==> config.mk <==
export PLATFORM = sky130hd
export DESIGN_NAME = desc_wb_engine
export DESIGN_NICKNAME = d
export VERILOG_FILES = /design/src/rtl/desc_wb_pkg.sv /design/src/rtl/desc_wb_align_chk.sv /design/src/rtl/desc_wb_beat_mux.sv /design/src/rtl/desc_wb_engine.sv
export SDC_FILE = /design/constraint.sdc
export NUM_CORES = 1
export LEC_CHECK = 0
export BUFFER_PORTS_ARGS = -buffer_cell sky130_fd_sc_hd__buf_2
export CORE_UTILIZATION = 45
export CTS_CLUSTER_DIAMETER = 120
export CTS_CLUSTER_SIZE = 24
export DETAILED_ROUTE_END_ITERATION = 7
export HOLD_SLACK_MARGIN = 0.1
export MAX_ROUTING_LAYER = met4
export PLACE_DENSITY = 0.71
export SYNTH_ARGS = -nofsm -noshare
export SYNTH_HDL_FRONTEND = slang
export SYNTH_HIERARCHICAL = 1
export SYNTH_SLANG_ARGS = --single-unit
==> constraint.sdc <==
create_clock -name clk -period 2.2 [get_ports clk]
set_input_delay 0.22 -clock clk [delete_from_list [all_inputs] [get_ports clk]]
set_output_delay 0.22 -clock clk [all_outputs]
set_load 0.01 [all_outputs]
==> src/rtl/desc_wb_pkg.sv <==
package desc_wb_pkg;

    typedef enum logic [1:0] {
        ST_IDLE = 2'd0,
        ST_PUSH = 2'd1,
        ST_REQ  = 2'd2,
        ST_DONE = 2'd3
    } wb_state_e;

endpackage

==> src/rtl/desc_wb_align_chk.sv <==
module desc_wb_align_chk #(
    parameter int ADDR_W     = 32,
    parameter int ALIGN_BITS = 5
) (
    input  logic [ADDR_W-1:0] addr_i,
    output logic              aligned_o
);
    // low address bits select a byte inside the line; all must be zero
    assign aligned_o = (addr_i[ALIGN_BITS-1:0] == '0);
endmodule

==> src/rtl/desc_wb_beat_mux.sv <==
module desc_wb_beat_mux #(
    parameter int LINE_W = 256,
    parameter int BEAT_W = 64,
    parameter int IDX_W  = 2
) (
    input  logic [LINE_W-1:0] line_i,
    input  logic [IDX_W-1:0]  sel_i,
    output logic [BEAT_W-1:0] beat_o
);
    localparam int BEATS = LINE_W / BEAT_W;

    logic [BEAT_W-1:0] lane [BEATS];

    for (genvar g = 0; g < BEATS; g++) begin : g_lane
        assign lane[g] = line_i[g*BEAT_W +: BEAT_W];
    end

    assign beat_o = lane[sel_i];
endmodule

==> src/rtl/desc_wb_engine.sv <==
module desc_wb_engine
    import desc_wb_pkg::*;
#(
    parameter int         ADDR_W     = 32,
    parameter int         WORD_W     = 32,
    parameter int         LINE_WORDS = 8,
    parameter int         BEAT_W     = 64,
    parameter logic [3:0] SIZE_CODE  = 4'd2
) (
    input  logic                           clk,
    input  logic                           rst,
    input  logic                           start_i,
    input  logic [LINE_WORDS*WORD_W-1:0]   desc_i,
    input  logic [ADDR_W-1:0]              addr_i,
    output logic                           busy_o,
    output logic                           done_o,
    output logic                           align_err_o,
    output logic [BEAT_W-1:0]              wr_data_o,
    output logic [BEAT_W/8-1:0]            wr_be_o,
    output logic                           wr_push_o,
    input  logic                           wr_afull_i,
    output logic [ADDR_W-1:0]              req_addr_o,
    output logic                           req_o,
    output logic                           req_rnw_o,
    output logic [3:0]                     req_size_o,
    input  logic                           req_ack_i
);
    localparam int LINE_W     = LINE_WORDS * WORD_W;
    localparam int BEATS      = LINE_W / BEAT_W;
    localparam int IDX_W      = (BEATS > 1) ? $clog2(BEATS) : 1;
    localparam int BE_W       = BEAT_W / 8;
    localparam int ALIGN_BITS = $clog2(LINE_W / 8);
    localparam int CNT_W      = $clog2(BEATS + 1);
    localparam logic [IDX_W-1:0] BEAT_LAST = IDX_W'(BEATS - 1);
    localparam logic [CNT_W-1:0] BEAT_CNT  = CNT_W'(BEATS);

    typedef struct packed {
        wb_state_e          st;
        logic [IDX_W-1:0]   beat;
        logic [ADDR_W-1:0]  addr;
        logic [LINE_W-1:0]  line;
        logic               err;
    } regs_t;

    regs_t r_d, r_q;
    logic  aligned;
    logic  push_d;

    desc_wb_align_chk #(.ADDR_W(ADDR_W), .ALIGN_BITS(ALIGN_BITS)) u_align (
        .addr_i    (addr_i),
        .aligned_o (aligned)
    );

    desc_wb_beat_mux #(.LINE_W(LINE_W), .BEAT_W(BEAT_W), .IDX_W(IDX_W)) u_mux (
        .line_i (r_q.line),
        .sel_i  (r_q.beat),
        .beat_o (wr_data_o)
    );

    always_comb begin
        r_d    = r_q;
        push_d = 1'b0;
        unique case (r_q.st)
            ST_IDLE: begin
                if (start_i) begin
                    if (aligned) begin
                        r_d.st   = ST_PUSH;
                        r_d.beat = '0;
                        r_d.addr = addr_i;
                        r_d.line = desc_i;
                        r_d.err  = 1'b0;
                    end else begin
                        r_d.err  = 1'b1;
                    end
                end
            end
            ST_PUSH: begin
                if (!wr_afull_i) begin
                    push_d = 1'b1;
                    if (r_q.beat == BEAT_LAST) r_d.st   = ST_REQ;
                    else                       r_d.beat = r_q.beat + 1'b1;
                end
            end
            ST_REQ: begin
                if (req_ack_i) r_d.st = ST_DONE;
            end
            ST_DONE: r_d.st = ST_IDLE;
            default: r_d.st = ST_IDLE;
        endcase
    end

    always_ff @(posedge clk) begin
        if (rst) r_q <= '0;
        else     r_q <= r_d;
    end

    assign busy_o      = (r_q.st != ST_IDLE);
    assign done_o      = (r_q.st == ST_DONE);
    assign align_err_o = r_q.err;
    assign wr_push_o   = push_d;
    assign wr_be_o     = {BE_W{1'b1}};
    assign req_o       = (r_q.st == ST_REQ);
    assign req_addr_o  = r_q.addr;
    assign req_rnw_o   = !req_o;
    assign req_size_o  = req_o ? SIZE_CODE : 4'd0;

    // ---------------- assertions ----------------
    logic [CNT_W-1:0] chk_push_q;
    always_ff @(posedge clk) begin
        if (rst)                                      chk_push_q <= '0;
        else if (!busy_o && start_i && aligned)       chk_push_q <= '0;
        else if (wr_push_o)                           chk_push_q <= chk_push_q + 1'b1;
    end

    assert_req_after_data_R4: assert property (@(posedge clk) disable iff (rst)
        $rose(req_o) |-> (chk_push_q == BEAT_CNT));

    assert_push_not_during_req_R3: assert property (@(posedge clk) disable iff (rst)
        wr_push_o |-> (busy_o && !req_o && !done_o));

    assert_req_hold_R6: assert property (@(posedge clk) disable iff (rst)
        (req_o && !req_ack_i) |=> (req_o && $stable(req_addr_o)));

    assert_req_drop_done_R7: assert property (@(posedge clk) disable iff (rst)
        (req_o && req_ack_i) |=> (!req_o && done_o));

    assert_done_single_R7: assert property (@(posedge clk) disable iff (rst)
        done_o |=> (!done_o && !busy_o));

    assert_req_fields_R5: assert property (@(posedge clk) disable iff (rst)
        req_o |-> (req_size_o == SIZE_CODE && !req_rnw_o));

    assert_unaligned_refused_R9: assert property (@(posedge clk) disable iff (rst)
        (start_i && !busy_o && addr_i[ALIGN_BITS-1:0] != '0) |=> (align_err_o && !busy_o));
endmodule

==> qor.txt, run 1 <==
Yosys Warn Count: 6
CTS tree: yes
Highest Clock Rate: 459.6 MHz
Die Wd: 166.1 µm
measured slew at the worst slew-check pin: 0.5290 ns
area of the multi-input gates: 5335 µm²
Avg Inst Size Synth: 8.589 µm²
Int Pwr: 7426 µW
Top Layer Used: met4
Crit path max-delay family: multiplexers
register area share after synthesis: 0.4843
Die ar.: 27570 µm²
RSZ-0062 raised after global routing: true
antenna-violating nets left: 0
total grt overflow: 0
commonest non-fill, non-tap cell in the layout: nand2_1
worst path bufs/invs: 2
slowest stage delay, CP: 0.56 ns
WL/cell: 18.00 µm
critical path's slowest cell: mux4_2
met3 routed wirelength: 3.031 mm
number of port buffers: 395
DRT Pass-1 Iters: 7
Layout Nets: 2314
DIE HEIGHT: 166.1 µm
Power Density: 547.1 nW/µm²
Fin. Hold Viols: 0
Vias per Instance: 5.328
FF+latch area: 5873 µm²
cts bufs inserted: 16
max-cap violations: 0
crit-path max FO: 19
met2 routed WL: 21.51 mm
Final Cycle Share: 0.9890
crit path kind: flip-flop to output port
final setup vio count: 0
design area: 17760 µm²
root buffer cell: clkbuf_16
first-pass GRT wire length: 63.46 mm
Syn-to-layout area delta: 46.69%
Worst slew margin: 0.6466
clk_skew: 0.03246 ns
Vias: 12568
DP Area: 14100 µm²
total track usage: 0.2919
share of cells above drive strength 1: 0.2608
FP Rows: 59
core area: 26210 µm²
P_leak: 0.006960 µW
initial antenna violation count: 7
Max VDD drop: 0.5553 mV
Psw: 2293 µW
Net Sw Frac: 0.2359
critical path cell sequence: buf_12 > mux4_2 > buf_6
Mapped Cells: 1410
vias in the first global route: 12679
routed wire length: 42.46 mm
largest net degree at the start of global routing: 149
CP startpoint kind: flip-flop
Clock Latency Late Sink: 0.51 ns
global placement routability congestion: 0.8496
Final Util: 0.6779
Distinct cells, synth: 30
commonest cells after routing, fill and taps aside: nand2_1, buf_2, dfxtp_1
htree depth: 1
Sink Count: 293
Slew Limit Fails: 0
power share of the clock group: 0.331
# DRC: 23
Final Critical Period: 2.176 ns
violated checks: DRC
status: complete, but fails checks
IO Pins: 407
post-synthesis cell area: 12110 µm²
Seq pwr share: 0.553
Combinational Power Share: 0.116
Initial Util: 0.4621
clock buffer depth: 3
Worst EP required: 1.98 ns
Hold Path Class: input port to flip-flop
Crit path arrival time: 1.96 ns
crit end category: output port
top cells by area, synth: dfxtp_1, nand2_1, a21oi_1, mux4_2, buf_4
register bit total from synthesis: 293
Clock transition at path regs: 0.10 ns
# fillers: 1916
initial drt markers: 990
final hold slack: 0.1390 ns
area leader, netlist: dfxtp_1
share of the synthesized area in the top cell type: 0.4843
M1 WL: 15.69 mm
dpl hpwl: 23.23 mm
## final timing paths
path / startpoint / to / slack [ns] / cells past startpoint
worst min-delay path: start_i / align_err_o / 0.14 / 3
worst max-delay path: r_q[289] / wr_data_o[16] / 0.02 / 3
worst min register to register: r_q[62] / r_q[62] / 0.45 / 2
worst max register to register: r_q[291] / r_q[113] / 0.31 / 7
## kinds of logic after synthesis
group	after synthesis	share of synthesized area
compound gates	298	0.1252
fa+ha+maj	5	0.005166
buf+inv	159	0.07955
flops	293	0.4843
mux	65	0.1211
other cells	2	0.0006201
simple gates	588	0.1840
## routing by layer
| metal | track usage | up-vias |
|---|---|---|
| met5 | - | - |
| met4 | 0.1382 | 0 |
| met3 | 0.04552 | 189 |
| li1 | - | 5826 |
| met2 | 0.5142 | 640 |
| met1 | 0.3226 | 5913 |
## final cells by class
type,instances,share of cell area
clock inverter,1,0.001127
multi-input combinational,967,0.3003
clock buffer,18,0.02416
sequential,293,0.3306
inverter,6,0.001268
antenna,7,0.0009861
timing repair buffer,732,0.3179
tap,335,0.02359
## sequential cells by signal, summed over array words and instances, names as in the netlist
name / cells
req_addr_o: 32
align_err_o: 1
r_q: 260
## power groups by stage
stage	logic, µW	registers [µW]	clock network, µW
4_1_cts	1060	5380	3270
2_1_floorplan	302	5490	0
5_1_grt	1200	5390	3430
6_report	1120	5380	3220
3_5_place_dp	642	5500	0
3_3_place_gp	638	5500	0
## cell usage after synthesis
| library cell | instances |
|---|---|
| nand2b_1 | 1 |
| a21boi_1 | 1 |
| a211oi_1 | 2 |
| o311ai_0 | 1 |
| mux4_1 | 4 |
| or4b_1 | 1 |
| dfxtp_1 | 293 |
| nand3_1 | 2 |
| clkbuf_1 | 39 |
| conb_1 | 2 |
| o41ai_1 | 1 |
| o21a_1 | 1 |
| buf_6 | 1 |
| nor3_1 | 1 |
| clkbuf_2 | 1 |
| a21oi_1 | 290 |
| buf_12 | 6 |
| o31ai_1 | 1 |
| inv_1 | 6 |
| a221o_1 | 1 |
| ha_1 | 5 |
| nor2b_1 | 1 |
| nand2_1 | 578 |
| mux4_2 | 60 |
| and3_1 | 1 |
| buf_2 | 55 |
| mux2i_1 | 1 |
| or4_1 | 1 |
| buf_4 | 51 |
| nor2_1 | 2 |
## worst reg2reg max path, stage by stage (launching register included)
cell and delay, ns:
dfxtp_1 0.35, inv_1 0.11, ha_1 0.37, and3_4 0.32, buf_12 0.19, buf_4 0.19, nand2_1 0.07, a21oi_1 0.22
## per-stage QoR
stage,TNS (ns),total power (µW),cells,worst slack [ns]
2_1_floorplan,0,5796,1419,0.5046
3_3_place_gp,0,6139,2028,0.1926
3_5_place_dp,0,6145,2028,0.1597
4_1_cts,0,9707,2340,0.003003
5_1_grt,-0.4205,10010,2359,-0.03614
6_report,0,9719,2359,0.02423
## timing repair
item                       CTS  global route
hold buffers               289             0
hold endpoints to repair   290             0
buffers inserted             4             7
pin swaps                    0             1
resized for setup            1            17
gates cloned                 0             5
setup endpoints to repair   52           246
No activity file was read; power rests on OpenSTA's default activity.
==> run 2: changes to the inputs <==
GPL_ROUTABILITY_DRIVEN = 0   (was unset)
SYNTH_HIERARCHICAL = unset   (was 1)
==> qor.txt, run 2 <==
Post-synth ARST share: 0
DRT Pass-1 Iters: 8
Fin. Hold Viols: 0
Top reg by flops: r_q
routed wire length: 39.88 mm
Worst EP required: 1.98 ns
area of the multi-input gates: 5291 µm²
Sink Count: 293
most frequent cell after synthesis: nand2_1
initial antenna violation count: 3
critical path cell sequence: buf_4 > buf_16 > mux4_2 > buf_2
Crit path arrival time: 1.94 ns
final setup vio count: 0
Distinct cells, synth: 29
Yosys Warn Count: 0
Place WS: 0.3917 ns
Die ar.: 27640 µm²
setup_tns: 0 ns
CTS tree: yes
Reg2Reg Depth: 6
initial drt markers: 1100
dpl hpwl: 23.03 mm
Hold EP: r_q[292]
top cells by area, synth: dfxtp_1, nand2_1, mux4_2, a21oi_1, buf_4
Syn-to-layout area delta: 43.88%
Avg Inst Size Synth: 8.660 µm²
ys flop type: dfxtp_1
DIE HEIGHT: 166.3 µm
antenna-violating nets left: 0
first-pass GRT wire length: 62.28 mm
R2R Setup Slk: 0.35 ns
placed cell count: 2017
Layout Nets: 2290
largest net degree at the start of global routing: 90
core area: 26280 µm²
Power Density: 563.9 nW/µm²
Slew Limit Fails: 0
# fillers: 1949
slowest stage delay, CP: 0.56 ns
max reg flops: 260
crit-path max FO: 14
Post-Layout Cell Count: 2332
Worst slew margin: 0.6351
Max VDD drop: 0.4963 mV
Post-synth EDFFs: 0
FF+latch area: 5873 µm²
Clock Latency Late Sink: 0.51 ns
Vias: 12262
Worst Hold Path Cells: 4
RSZ-0062 raised after global routing: true
# DRC: 24
CP startpoint kind: flip-flop
commonest non-fill, non-tap cell in the layout: nand2_1
RR Endpoint: r_q[123]
post-synthesis cell area: 12140 µm²
max-cap violations: 0
Hold Startpoint: req_ack_i
WL/cell: 17.10 µm
IO Pins: 407
critical path's slowest cell: mux4_2
root buffer cell: clkbuf_16
register area share after synthesis: 0.4831
Initial Util: 0.4620
Final Cycle Share: 0.9827
cts bufs inserted: 16
measured slew at the worst slew-check pin: 0.5474 ns
commonest cells after routing, fill and taps aside: nand2_1, buf_2, dfxtp_1
synth cell count leaders: nand2_1, dfxtp_1, a21oi_1, mux4_2, clkbuf_1
Highest Clock Rate: 462.5 MHz
crit path kind: flip-flop to output port
Final Critical Period: 2.162 ns
Reg-to-Reg Start: r_q[291]
number of port buffers: 395
total track usage: 0.2843
htree depth: 1
Vias per Instance: 5.258
Die Wd: 166.3 µm
register bit total from synthesis: 293
Mapped Cells: 1402
violated checks: DRC
setup ws final: 0.03806 ns
clock buffer depth: 3
Hold Path Class: input port to flip-flop
total grt overflow: 0
FP Rows: 59
share of cells above drive strength 1: 0.2603
crit end category: output port
Clock transition at path regs: 0.10 ns
share of the synthesized area in the top cell type: 0.4831
status: complete, but fails checks
clk_skew: 0.01309 ns
area leader, netlist: dfxtp_1
P_leak: 0.006836 µW
vias in the first global route: 12573
[run 2: cell count changes after synthesis, moves of 3 or more]
| cell | delta |
|---|---|
| a21oi_1 | -4 |
| a31oi_1 | +3 |
| and2_1 | +5 |
| buf_12 | -5 |
| buf_2 | -38 |
| buf_6 | +25 |
| clkbuf_1 | +18 |
| mux4_1 | -4 |
| mux4_2 | +4 |
| nand2_1 | -12 |
| o21ai_0 | +3 |
[run 2: final cells by class]
type / instances / area share
antenna: 3 / 0.0004297
clock buffer: 19 / 0.02478
clock inverter: 1 / 0.001146
inverter: 5 / 0.001074
multi-input combinational: 960 / 0.3029
sequential: 293 / 0.3362
tap: 335 / 0.02399
timing repair buffer: 716 / 0.3095
[run 2: through the flow]
stage	utilization	power [µW]	hold WS, ns	area [µm²]
floorplan	-	5927	0.3560	12180
global placement	0.5334	6305	0.4391	14020
detailed placement	0.5334	6319	0.4423	14020
CTS	0.6600	9881	0.2133	17340
global route	0.6647	10230	0.2717	17470
finish	0.6647	9851	0.2424	17470
[run 2: worst max path at each step]
stage / start / to / slack, ns / depth (start not counted)
floorplan: r_q[289] / wr_data_o[0] / 0.60 / 3
global placement: r_q[291] / r_q[123] / 0.51 / 6
detailed placement: r_q[291] / r_q[248] / 0.39 / 6
CTS: r_q[289] / wr_data_o[41] / -0.03 / 3
global route: r_q[289] / wr_data_o[41] / -0.008 / 4
finish: r_q[289] / wr_data_o[41] / 0.04 / 4
[run 2: critical path: cells and delay by family, from the launching register on]
kind	cells	cell delay [ns]
buffers and inverters	3	0.47
muxes	1	0.56
DFF	1	0.40
[run 2: metal layers]
layer / vias up / GRT usage / part of all wire
li1: 5763 / - / -
met1: 5720 / 0.3178 / 0.38
met2: 615 / 0.4924 / 0.50
met3: 164 / 0.04981 / 0.070
met4: 0 / 0.1357 / 0.049
met5: - / - / 0
[run 2: kinds of logic after synthesis]
family          synth area share
flops                     0.4831
other cells            0.0006185
compound gates            0.1229
buf+inv                  0.08409
mux                       0.1195
simple gates              0.1846
fa+ha+maj               0.005153
[run 2: power by group]
part | leakage (µW) | switching, µW | internal, µW | total [µW]
clock network | 0.000222 | 1770 | 1430 | 3190
logic | 0.00425 | 548 | 717 | 1260
registers | 0.00236 | 37.9 | 5360 | 5400
total | 0.00684 | 2350 | 7500 | 9850
[run 2: repair_timing]
action | 4_1_cts | 5_1_grt
buffers inserted | 0 | 5
resized for setup | 3 | 2
endpoints found under the hold margin | 286 | 0
setup endpoints to repair | 8 | 49
gates cloned | 0 | 2
hold buffers | 285 | 0
